===== src/rtl/pwm_pkg.sv =====
package pwm_pkg;
    // Byte offsets inside a channel window
    localparam int OFS_CTRL   = 'h00;
    localparam int OFS_PERIOD = 'h08;
    localparam int OFS_DUTY   = 'h0C;

    // Control register bit positions
    localparam int BIT_LAUNCH = 0;
    localparam int BIT_COMMIT = 2;
    localparam int BIT_CONT   = 5;
    localparam int BIT_LEVEL  = 8;

    typedef enum logic [1:0] {
        SEL_NONE   = 2'd0,
        SEL_CTRL   = 2'd1,
        SEL_PERIOD = 2'd2,
        SEL_DUTY   = 2'd3
    } reg_sel_t;
endpackage


===== src/rtl/pwm_addr_dec.sv =====
module pwm_addr_dec
    import pwm_pkg::*;
#(
    parameter int NCH  = 6,
    parameter int AW   = 8,
    parameter int WIN  = 32,
    parameter int SPAN = 'hB0
) (
    input  logic                          acc_valid,
    input  logic                          acc_write,
    input  logic [AW-1:0]                 acc_addr,
    output reg_sel_t                      sel,
    output logic [AW-$clog2(WIN)-1:0]     ch_idx,
    output logic [NCH-1:0]                wr_ctrl,
    output logic [NCH-1:0]                wr_period,
    output logic [NCH-1:0]                wr_duty
);
    localparam int WB  = $clog2(WIN);
    localparam int CHW = AW - WB;

    logic [WB-1:0] ofs;
    logic          in_span;

    assign ofs     = acc_addr[WB-1:0];
    assign ch_idx  = acc_addr[AW-1:WB];
    assign in_span = (acc_addr < AW'(SPAN)) && (ch_idx < CHW'(NCH));

    always_comb begin
        sel = SEL_NONE;
        if (in_span) begin
            if (ofs == WB'(OFS_CTRL))        sel = SEL_CTRL;
            else if (ofs == WB'(OFS_PERIOD)) sel = SEL_PERIOD;
            else if (ofs == WB'(OFS_DUTY))   sel = SEL_DUTY;
        end
    end

    for (genvar c = 0; c < NCH; c++) begin : g_wr
        logic hit;
        assign hit          = acc_valid && acc_write && (ch_idx == CHW'(c));
        assign wr_ctrl[c]   = hit && (sel == SEL_CTRL);
        assign wr_period[c] = hit && (sel == SEL_PERIOD);
        assign wr_duty[c]   = hit && (sel == SEL_DUTY);
    end
endmodule


===== src/rtl/pwm_chan.sv =====
module pwm_chan
    import pwm_pkg::*;
#(
    parameter int DW = 32
) (
    input  logic          clk,
    input  logic          rst_n,
    input  logic          wr_ctrl,
    input  logic          wr_period,
    input  logic          wr_duty,
    input  logic [DW-1:0] wdata,
    output logic [DW-1:0] rd_ctrl,
    output logic [DW-1:0] rd_period,
    output logic [DW-1:0] rd_duty,
    output logic          wave
);
    typedef struct packed {
        logic [DW-1:0] sh_period;
        logic [DW-1:0] sh_duty;
        logic          sh_level;
        logic          sh_cont;
        logic [DW-1:0] act_period;
        logic [DW-1:0] act_duty;
        logic          act_level;
        logic          launched;
        logic          pending;
        logic [DW-1:0] cnt;
    } chan_t;

    chan_t st_q, st_d;
    logic  at_end;
    logic  commit_req;
    logic  launch_req;
    logic  in_first;

    assign at_end     = (st_q.act_period == '0) || (st_q.cnt == st_q.act_period - 1'b1);
    assign commit_req = wr_ctrl && wdata[BIT_COMMIT];
    assign launch_req = wr_ctrl && wdata[BIT_LAUNCH];

    always_comb begin
        st_d = st_q;
        // shadow writes
        if (wr_period) st_d.sh_period = wdata;
        if (wr_duty)   st_d.sh_duty   = wdata;
        if (wr_ctrl) begin
            st_d.sh_level = wdata[BIT_LEVEL];
            st_d.sh_cont  = wdata[BIT_CONT];
        end
        // running counter and deferred transfer at the period end
        if (st_q.launched) begin
            if (st_q.pending && at_end) begin
                st_d.act_period = st_q.sh_period;
                st_d.act_duty   = st_q.sh_duty;
                st_d.act_level  = st_q.sh_level;
                st_d.pending    = 1'b0;
                st_d.cnt        = '0;
            end else if (at_end) begin
                st_d.cnt = '0;
            end else begin
                st_d.cnt = st_q.cnt + 1'b1;
            end
        end
        // commit: immediate when idle, deferred when running
        if (commit_req) begin
            if (!st_q.launched) begin
                st_d.act_period = st_d.sh_period;
                st_d.act_duty   = st_d.sh_duty;
                st_d.act_level  = st_d.sh_level;
            end else begin
                st_d.pending = 1'b1;
            end
        end
        // first launch only
        if (launch_req && !st_q.launched) begin
            st_d.launched = 1'b1;
            st_d.cnt      = '0;
        end
    end

    always_ff @(posedge clk or negedge rst_n) begin
        if (!rst_n) st_q <= '0;
        else        st_q <= st_d;
    end

    always_comb begin
        rd_ctrl            = '0;
        rd_ctrl[BIT_CONT]  = st_q.sh_cont;
        rd_ctrl[BIT_LEVEL] = st_q.sh_level;
    end
    assign rd_period = st_q.sh_period;
    assign rd_duty   = st_q.sh_duty;

    assign in_first = st_q.launched && (st_q.act_period != '0) && (st_q.cnt < st_q.act_duty);
    assign wave     = in_first ? st_q.act_level : ~st_q.act_level;

    // without a commit request or a pending transfer the active set holds
    a_r4_shadow_isolated: assert property (@(posedge clk) disable iff (!rst_n)
        (!st_q.pending && !commit_req) |=>
            ($stable(st_q.act_period) && $stable(st_q.act_duty) && $stable(st_q.act_level)));

    // a running channel changes its active set only at a period end
    a_r6_period_end_only: assert property (@(posedge clk) disable iff (!rst_n)
        (st_q.launched && !at_end) |=>
            ($stable(st_q.act_period) && $stable(st_q.act_duty) && $stable(st_q.act_level)));

    // once launched, a channel stays launched
    a_r5_launch_sticky: assert property (@(posedge clk) disable iff (!rst_n)
        st_q.launched |=> st_q.launched);

    // the cycle counter never reaches the active period
    a_r7_count_in_range: assert property (@(posedge clk) disable iff (!rst_n)
        (st_q.launched && (st_q.act_period != '0)) |-> (st_q.cnt < st_q.act_period));
endmodule


===== src/rtl/pwm_multi.sv =====
module pwm_multi
    import pwm_pkg::*;
#(
    parameter int NCH  = 6,
    parameter int DW   = 32,
    parameter int AW   = 8,
    parameter int WIN  = 32,
    parameter int SPAN = 'hB0
) (
    input  logic           clk,
    input  logic           rst_n,
    input  logic           bus_valid,
    input  logic           bus_write,
    input  logic [AW-1:0]  bus_addr,
    input  logic [DW-1:0]  bus_wdata,
    output logic [DW-1:0]  bus_rdata,
    output logic [NCH-1:0] pwm_out
);
    localparam int CHW = AW - $clog2(WIN);

    reg_sel_t       sel;
    logic [CHW-1:0] ch_idx;
    logic [NCH-1:0] wr_ctrl, wr_period, wr_duty;
    logic [DW-1:0]  rd_ctrl   [NCH];
    logic [DW-1:0]  rd_period [NCH];
    logic [DW-1:0]  rd_duty   [NCH];
    logic [DW-1:0]  rdata_d, rdata_q;

    pwm_addr_dec #(.NCH(NCH), .AW(AW), .WIN(WIN), .SPAN(SPAN)) u_dec (
        .acc_valid (bus_valid),
        .acc_write (bus_write),
        .acc_addr  (bus_addr),
        .sel       (sel),
        .ch_idx    (ch_idx),
        .wr_ctrl   (wr_ctrl),
        .wr_period (wr_period),
        .wr_duty   (wr_duty)
    );

    for (genvar c = 0; c < NCH; c++) begin : g_ch
        pwm_chan #(.DW(DW)) u_chan (
            .clk       (clk),
            .rst_n     (rst_n),
            .wr_ctrl   (wr_ctrl[c]),
            .wr_period (wr_period[c]),
            .wr_duty   (wr_duty[c]),
            .wdata     (bus_wdata),
            .rd_ctrl   (rd_ctrl[c]),
            .rd_period (rd_period[c]),
            .rd_duty   (rd_duty[c]),
            .wave      (pwm_out[c])
        );
    end

    always_comb begin
        rdata_d = '0;
        if (bus_valid && !bus_write) begin
            for (int c = 0; c < NCH; c++) begin
                if (ch_idx == CHW'(c)) begin
                    case (sel)
                        SEL_CTRL:   rdata_d = rd_ctrl[c];
                        SEL_PERIOD: rdata_d = rd_period[c];
                        SEL_DUTY:   rdata_d = rd_duty[c];
                        default:    rdata_d = '0;
                    endcase
                end
            end
        end
    end

    always_ff @(posedge clk or negedge rst_n) begin
        if (!rst_n) rdata_q <= '0;
        else        rdata_q <= rdata_d;
    end

    assign bus_rdata = rdata_q;

    // unmapped reads return zero
    a_r9_unmapped_read_zero: assert property (@(posedge clk) disable iff (!rst_n)
        (bus_valid && !bus_write && (sel == SEL_NONE)) |=> (bus_rdata == '0));

    // strobe bits never read back as set
    a_r2_strobes_read_zero: assert property (@(posedge clk) disable iff (!rst_n)
        (bus_valid && !bus_write && (sel == SEL_CTRL)) |=>
            (!bus_rdata[BIT_LAUNCH] && !bus_rdata[BIT_COMMIT]));
endmodule


===== config.mk =====
export PLATFORM = sky130hd
export DESIGN_NAME = pwm_multi
export DESIGN_NICKNAME = d
export VERILOG_FILES = /design/src/rtl/pwm_pkg.sv /design/src/rtl/pwm_addr_dec.sv /design/src/rtl/pwm_chan.sv /design/src/rtl/pwm_multi.sv
export SDC_FILE = /design/constraint.sdc
export NUM_CORES = 2
export LEC_CHECK = 0
export ABC_CLOCK_PERIOD_IN_PS = 5000
export CAP_MARGIN = 20
export CORE_MARGIN = 2
export CORE_UTILIZATION = 55
export DETAILED_ROUTE_END_ITERATION = 6
export HOLD_SLACK_MARGIN = 0.06
export PLACE_DENSITY = 0.69
export SYNTH_ARGS = -nofsm -noshare
export SYNTH_HDL_FRONTEND = slang
export SYNTH_HIERARCHICAL = 1
export SYNTH_SLANG_ARGS = --single-unit
export TNS_END_PERCENT = 50

===== constraint.sdc =====
create_clock -name clk -period 5 [get_ports clk]
set_input_delay 1 -clock clk [delete_from_list [all_inputs] [get_ports clk]]
set_output_delay 1 -clock clk [all_outputs]
set_load 0.05 [all_outputs]

# --- Word-level counts from Yosys, hierarchy flattened ---
# Index checks and enable logic that the tools add are counted.
word_totals:
  reg_bits: 1022
  latch_bits: 0
  ramBits: 0
  rom_bits: 0
  input_bits: 44
  output_inout_bits: 38
  elab_cells: 306
  mem_count: 0
classes:
  add_sub_neg: 12
  n_mul: 0
  div: 0
  order_cmp: 8
  eq_ne: 16
  shifts: 0
  n_mux: 107
  bitwise: 6
  reduce_logical: 96
op_table:
  columns: ["op", "n"]
  rows:
  - ["65-bit two-way mux", 24]
  - ["32-bit two-way mux", 37]
  - ["32-bit case mux with 3 select lines", 6]
  - ["33-bit two-way mux", 6]
  - ["32-bit by 1-bit adder with 32-bit output, second input constant", 6]
  - ["32-bit == test", 6]
  - ["32-bit logical NOT", 6]
  - ["32-bit < comparator", 6]
  - ["32-bit nonzero test", 6]
  - ["32-bit by 1-bit subtractor with 32-bit output, second input constant", 6]
  - ["1-bit logical AND", 63]
  - ["1-bit two-way mux", 24]
  - ["2-bit two-way mux", 10]
  - ["2-bit nonzero test", 6]
  - ["5-bit by 4-bit == test with 1-bit output, second input constant", 2]
  - ["8-bit < comparator, second input constant", 1]
  - ["1-bit logical NOT", 7]
  - ["3-bit by 2-bit == test with 1-bit output, second input constant", 2]
  - ["3-bit == test, second input constant", 2]
  - ["1-bit logical OR", 6]
  - ["1-bit NOT", 6]
  - ["5-bit logical NOT", 1]
  - ["2-bit == test, second input constant", 2]
  - ["3-bit by 1-bit == test with 1-bit output, second input constant", 1]
  - ["other kinds (3)", 3]

# --- Longest topological paths before layout ---
logic_depth:
  depth_word: 14
  depth_mapped: 15
  ltp_nobuf: 11

# --- Cells and area by module ---
# Netlist, hierarchy kept.
modules_own_cells:
  columns: ["module", "instances", "cells_per_inst", "area_each_um2", "seq_area_each_um2"]
  rows:
  - ["pwm_chan at g_ch[1].u_chan ...", 3, 1078, 10352.4, 4129.0]
  - ["pwm_chan at g_ch[4].u_chan ...", 2, 1022, 10381.2, 4129.0]
  - ["pwm_chan at g_ch[0].u_chan", 1, 987, 10133.5, 4129.0]
  - ["pwm_multi", 1, 724, 6140.9, 800.8]
  - ["pwm_addr_dec", 1, 40, 212.7, 0.0]

# --- Worst setup path after synthesis ---
# No wires, ideal clock.
synth_timing:
  path_kind: "reg-to-output"
  startpoint: "reg g_ch[0].u_chan/st_q[86] (netlist bit)"
  endpoint: "out pwm_out[0]"
  arrival_time_ps: 3808
  t_required_ps: 4000
  path_slack_ps: 192
  stages_incl_launch_ff: 13
  n_path_buf: 3
  path_cell_list: "dfrtp_1 or4_1 buf_2 or4b_4 or3_1 nor4_1 nand2b_1 buf_2 clkbuf_1 a211oi_1 o21ai_0 nor2_1 xnor2_1"
synth_via:
  elab_chain_cells: 4
synth_lines:
  columns: ["item", "line", "source"]
  rows:
  - ["start: declaration", "pwm_chan.sv:30", "chan_t st_q, st_d;"]
  - ["start signal: assignment", "pwm_chan.sv:82", "else st_q <= st_d;"]
  - ["32-bit nonzero test", "pwm_chan.sv:93", "assign in_first = st_q.launched && (st_q.act_period != '0) && (st_q.cnt < st_q.act_duty);"]
  - ["1-bit logical AND (2 in series)", "pwm_chan.sv:93", null]
  - ["1-bit two-way mux", "pwm_chan.sv:94", "assign wave = in_first ? st_q.act_level : ~st_q.act_level;"]
  - ["end: declaration", "pwm_multi.sv:17", "output logic [NCH-1:0] pwm_out"]
# Every way passes these cells.

# --- Worst setup path after layout ---
layout_timing:
  startpoint: "reg g_ch[4].u_chan/st_q[92] (netlist bit)"
  endpoint: "out pwm_out[4]"
layout_via:
  elab_chain_cells: 4
layout_lines:
  columns: ["item", "line"]
  rows:
  - ["start: declaration", "pwm_chan.sv:30"]
  - ["start signal: assignment", "pwm_chan.sv:82"]
  - ["32-bit nonzero test", "pwm_chan.sv:93"]
  - ["1-bit logical AND (2 in series)", "pwm_chan.sv:93"]
  - ["1-bit two-way mux", "pwm_chan.sv:94"]
# Every way passes these cells.

==> results.json <==
{
  "firstDrtPassIters": 7,
  "viasPerCell": 6.632,
  "p_sw_mw": 7.051,
  "ys_seq_elements": 1022,
  "io_pins": 82,
  "crit_arrival_ns": 3.90,
  "gr-usage-all-layers_pct": 35.40,
  "clk_pin_slew_worst_paths_ns": 0.06,
  "nets": 6850,
  "chipHeight_um": 356.4,
  "tns_ns": 0,
  "yosys.area.top_type_share_pct": 37.44,
  "tightest_slew_ns": 1.204,
  "dr_wl_met3_um": 19730,
  "fmax_mhz": 204.1,
  "fin_skew_ns": 0.02999,
  "worstPathRequired_ns": 4.00,
  "yosysWarnings": 6,
  "path_max_fanout": 5,
  "placed_area_um2": 67510,
  "drive_above_1_share_pct": 20.17,
  "vdd_drop_max_mv": 0.3990,
  "reg2reg_from": "g_ch[3].u_chan/st_q[67]",
  "cp_slowest_stage_delay_ns": 0.66,
  "dr_wl_met2_um": 102000,
  "io_buffers": 81,
  "slew_headroom_pct": 19.49,
  "total_power_mw": 22.70,
  "dpl_worst_slack_ns": 0.01095,
  "swShare_pct": 31.06,
  "cap_violations": 0,
  "drt_wl_total_um": 227100,
  "intPower_mw": 15.65,
  "async_reset_ff_share_pct": 100.0,
  "start_util_pct": 55.32,
  "antenna_found_initial": 19,
  "htreeDepth": 3,
  "drv_slew": 0,
  "reg2reg_slack_ns": 0.43,
  "pwr-share-seq_pct": 44.0,
  "period_share_pct": 98.01,
  "crit_path_frequent_cell": "nor3_1",
  "p_leak_nw": 31.68,
  "outcome": "complete, no violations",
  "synth_edf_count": 0,
  "rows": 129,
  "startpoint_type": "flop",
  "netlist_area_um2": 68310,
  "via_count": 55310,
  "cts-buffers-inserted": 112,
  "wl_per_cell_um": 27.24,
  "cts_root_buffer": "clkbuf_16",
  "clkPwrFrac_pct": 39.0,
  "yosysTopAreaCell": "dfrtp_1",
  "grt_pass1_vias": 53100,
  "crit_type": "flop to output port",
  "place_inst": 8116,
  "clock-sinks": 1022,
  "tritoncts": "built",
  "synth_cell_types": 100,
  "synth.avg_cell_area_um2": 9.718,
  "netlist_top_cells_count": "dfrtp_1 (1,022), buf_4 (594), mux2_2 (549)",
  "gr-total-overflow": 0,
  "powerDensity_nw_per_um2": 317.1,
  "die_x_um": 356.4,
  "gp_congestion": 0.9894,
  "yosysSeqAreaShare_pct": 37.44,
  "setup_viol": 0,
  "clkLatencyLatePin_ns": 0.75,
  "ff2ff_path_depth": 12,
  "place_hpwl_um": 160200,
  "grt_pass1_wl_um": 343100,
  "remaining_drc_errors": 0,
  "hold_path.class": "input port to asynchronous set/reset pin",
  "final_util_pct": 57.97,
  "fin_cells": 8339,
  "rsz0062_at_grt": "true",
  "synthCells": 7029,
  "r2r-end": "g_ch[3].u_chan/st_q[12]",
  "dieArea_um2": 127000,
  "drtAntennaViolNets": 0,
  "endpoint_kind": "output port",
  "area_delta_synth_final_pct": 4.786,
  "fin_area_um2": 71580,
  "finalWorstSetupSlack_ns": 0.09948,
  "whs_ns": 0.2115,
  "clockBufferDepth": 3,
  "synth_ff_type": "dfrtp_1",
  "core_area_um2": 123500,
  "crit_chain": "or4_1 > or3_4 > nor3_1 > and4_2 > nor3_1 > o21ai_0 > a221o_1 > xor2_2 > buf_4",
  "fin_crit_ns": 4.901,
  "synthTopCellsByArea": "dfrtp_1 (37%), mux2_2 (9.1%), buf_4 (6.5%), o221a_1 (5.9%), ha_1 (3.7%)",
  "top_layer_used": "met5",
  "slowest_stage": "or4_1",
  "grt_max_degree": 146,
  "p_comb_share_pct": 17.0,
  "drt_first_iter_violations": 6744,
  "yosysMostFrequentCell": "dfrtp_1",
  "wl_met1_um": 92420,
  "finalHoldViolCount": 0
}
routing by layer:
| layer | vias to the layer above | GRT usage, % |
|---|---|---|
| met5 | - | 0 |
| met4 | 2 | 18.03 |
| met3 | 550 | 7.197 |
| met2 | 2554 | 54.18 |
| met1 | 27780 | 47.63 |
| li1 | 24420 | - |
power groups by stage:
stage | Clock (mW) | Combinational [mW] | Sequential, mW
floorplan | 0 | 2.98 | 9.53
CTS | 8.93 | 3.81 | 9.97
finish | 8.84 | 3.87 | 9.99
global placement | 0 | 3.65 | 10.1
detailed placement | 0 | 3.78 | 10.1
global route | 9.28 | 4.32 | 10.1
flip-flops by register name (all words and copies together) (netlist names), named ones only:
register,count
bus_rdata,32
g_ch.u_chan/rd_ctrl,12
g_ch.u_chan/rd_duty,192
g_ch.u_chan/rd_period,192
g_ch.u_chan/st_q,588
repair_timing:
action | in CTS | in global routing
resized for setup | 29 | 14
hold buffers | 0 | 0
pin swaps | 4 | 4
endpoints found under the setup margin | 6 | 6
cloned | 0 | 0
buffers inserted | 3 | 1
worst max-delay path by stage:
stage	from	endpoint	slack, ns	cells after the start
floorplan	g_ch[0].u_chan/st_q[86]	pwm_out[0]	0.19	12
global placement	g_ch[1].u_chan/st_q[13]	pwm_out[1]	-0.02	11
detailed placement	g_ch[1].u_chan/st_q[13]	pwm_out[1]	0.01	11
finish	g_ch[4].u_chan/st_q[92]	pwm_out[4]	0.1	9
global route	g_ch[2].u_chan/st_q[13]	pwm_out[2]	-0.03	11
CTS	g_ch[0].u_chan/st_q[89]	pwm_out[0]	0.006	10
worst max-delay path: cells and delay by family (launching register included):
kind / cells / cell delay [ns]
simple gates: 5 / 1.83
flops: 1 / 0.45
compound gates: 2 / 0.40
buf+inv: 1 / 0.25
xor+xnor: 1 / 0.24
cells by family after synthesis:
| family | count (synthesis) | share of synthesized area [%] |
|---|---|---|
| buffers and inverters | 1372 | 11.72 |
| other | 6 | 0.03297 |
| adders and majority gates | 204 | 3.737 |
| muxes | 606 | 9.886 |
| xor gates and xnor gates | 232 | 2.995 |
| AOI/OAI and AO/OA | 1619 | 18.68 |
| DFF | 1022 | 37.44 |
| and+or+nand+nor | 1968 | 15.51 |
cells in the final DEF, fill, tap and decap left out, types with 101 or more instances in the layout:
cell type / netlist / layout
a21oi_1: 178 / 176
clkbuf_16: 0 / 114
a21o_1: 116 / 116
buf_4: 594 / 221
or2_2: 203 / 203
o221a_1: 357 / 357
conb_1: 6 / 180
a221oi_1: 101 / 101
xnor2_1: 140 / 139
dfrtp_1: 1022 / 1019
o21ai_0: 204 / 204
nand4_1: 103 / 103
inv_1: 316 / 316
ha_1: 204 / 204
mux2_2: 549 / 549
a31oi_1: 230 / 230
nor2_1: 480 / 461
nor3_1: 200 / 198
nand3_1: 177 / 174
nand2_1: 235 / 229
area by class of cell:
| type | instances | area (um2) |
|---|---|---|
| fill | 10610 | 51900 |
| antenna | 8 | 20.02 |
| tap | 1637 | 2048 |
| clock buffer | 163 | 3337 |
| timing repair buffer | 341 | 3232 |
| clock inverter | 43 | 554.3 |
| sequential | 1022 | 25580 |
| multi-input combinational | 4809 | 35620 |
| inverter | 316 | 1186 |
No activity file was read; power rests on OpenSTA's default activity.
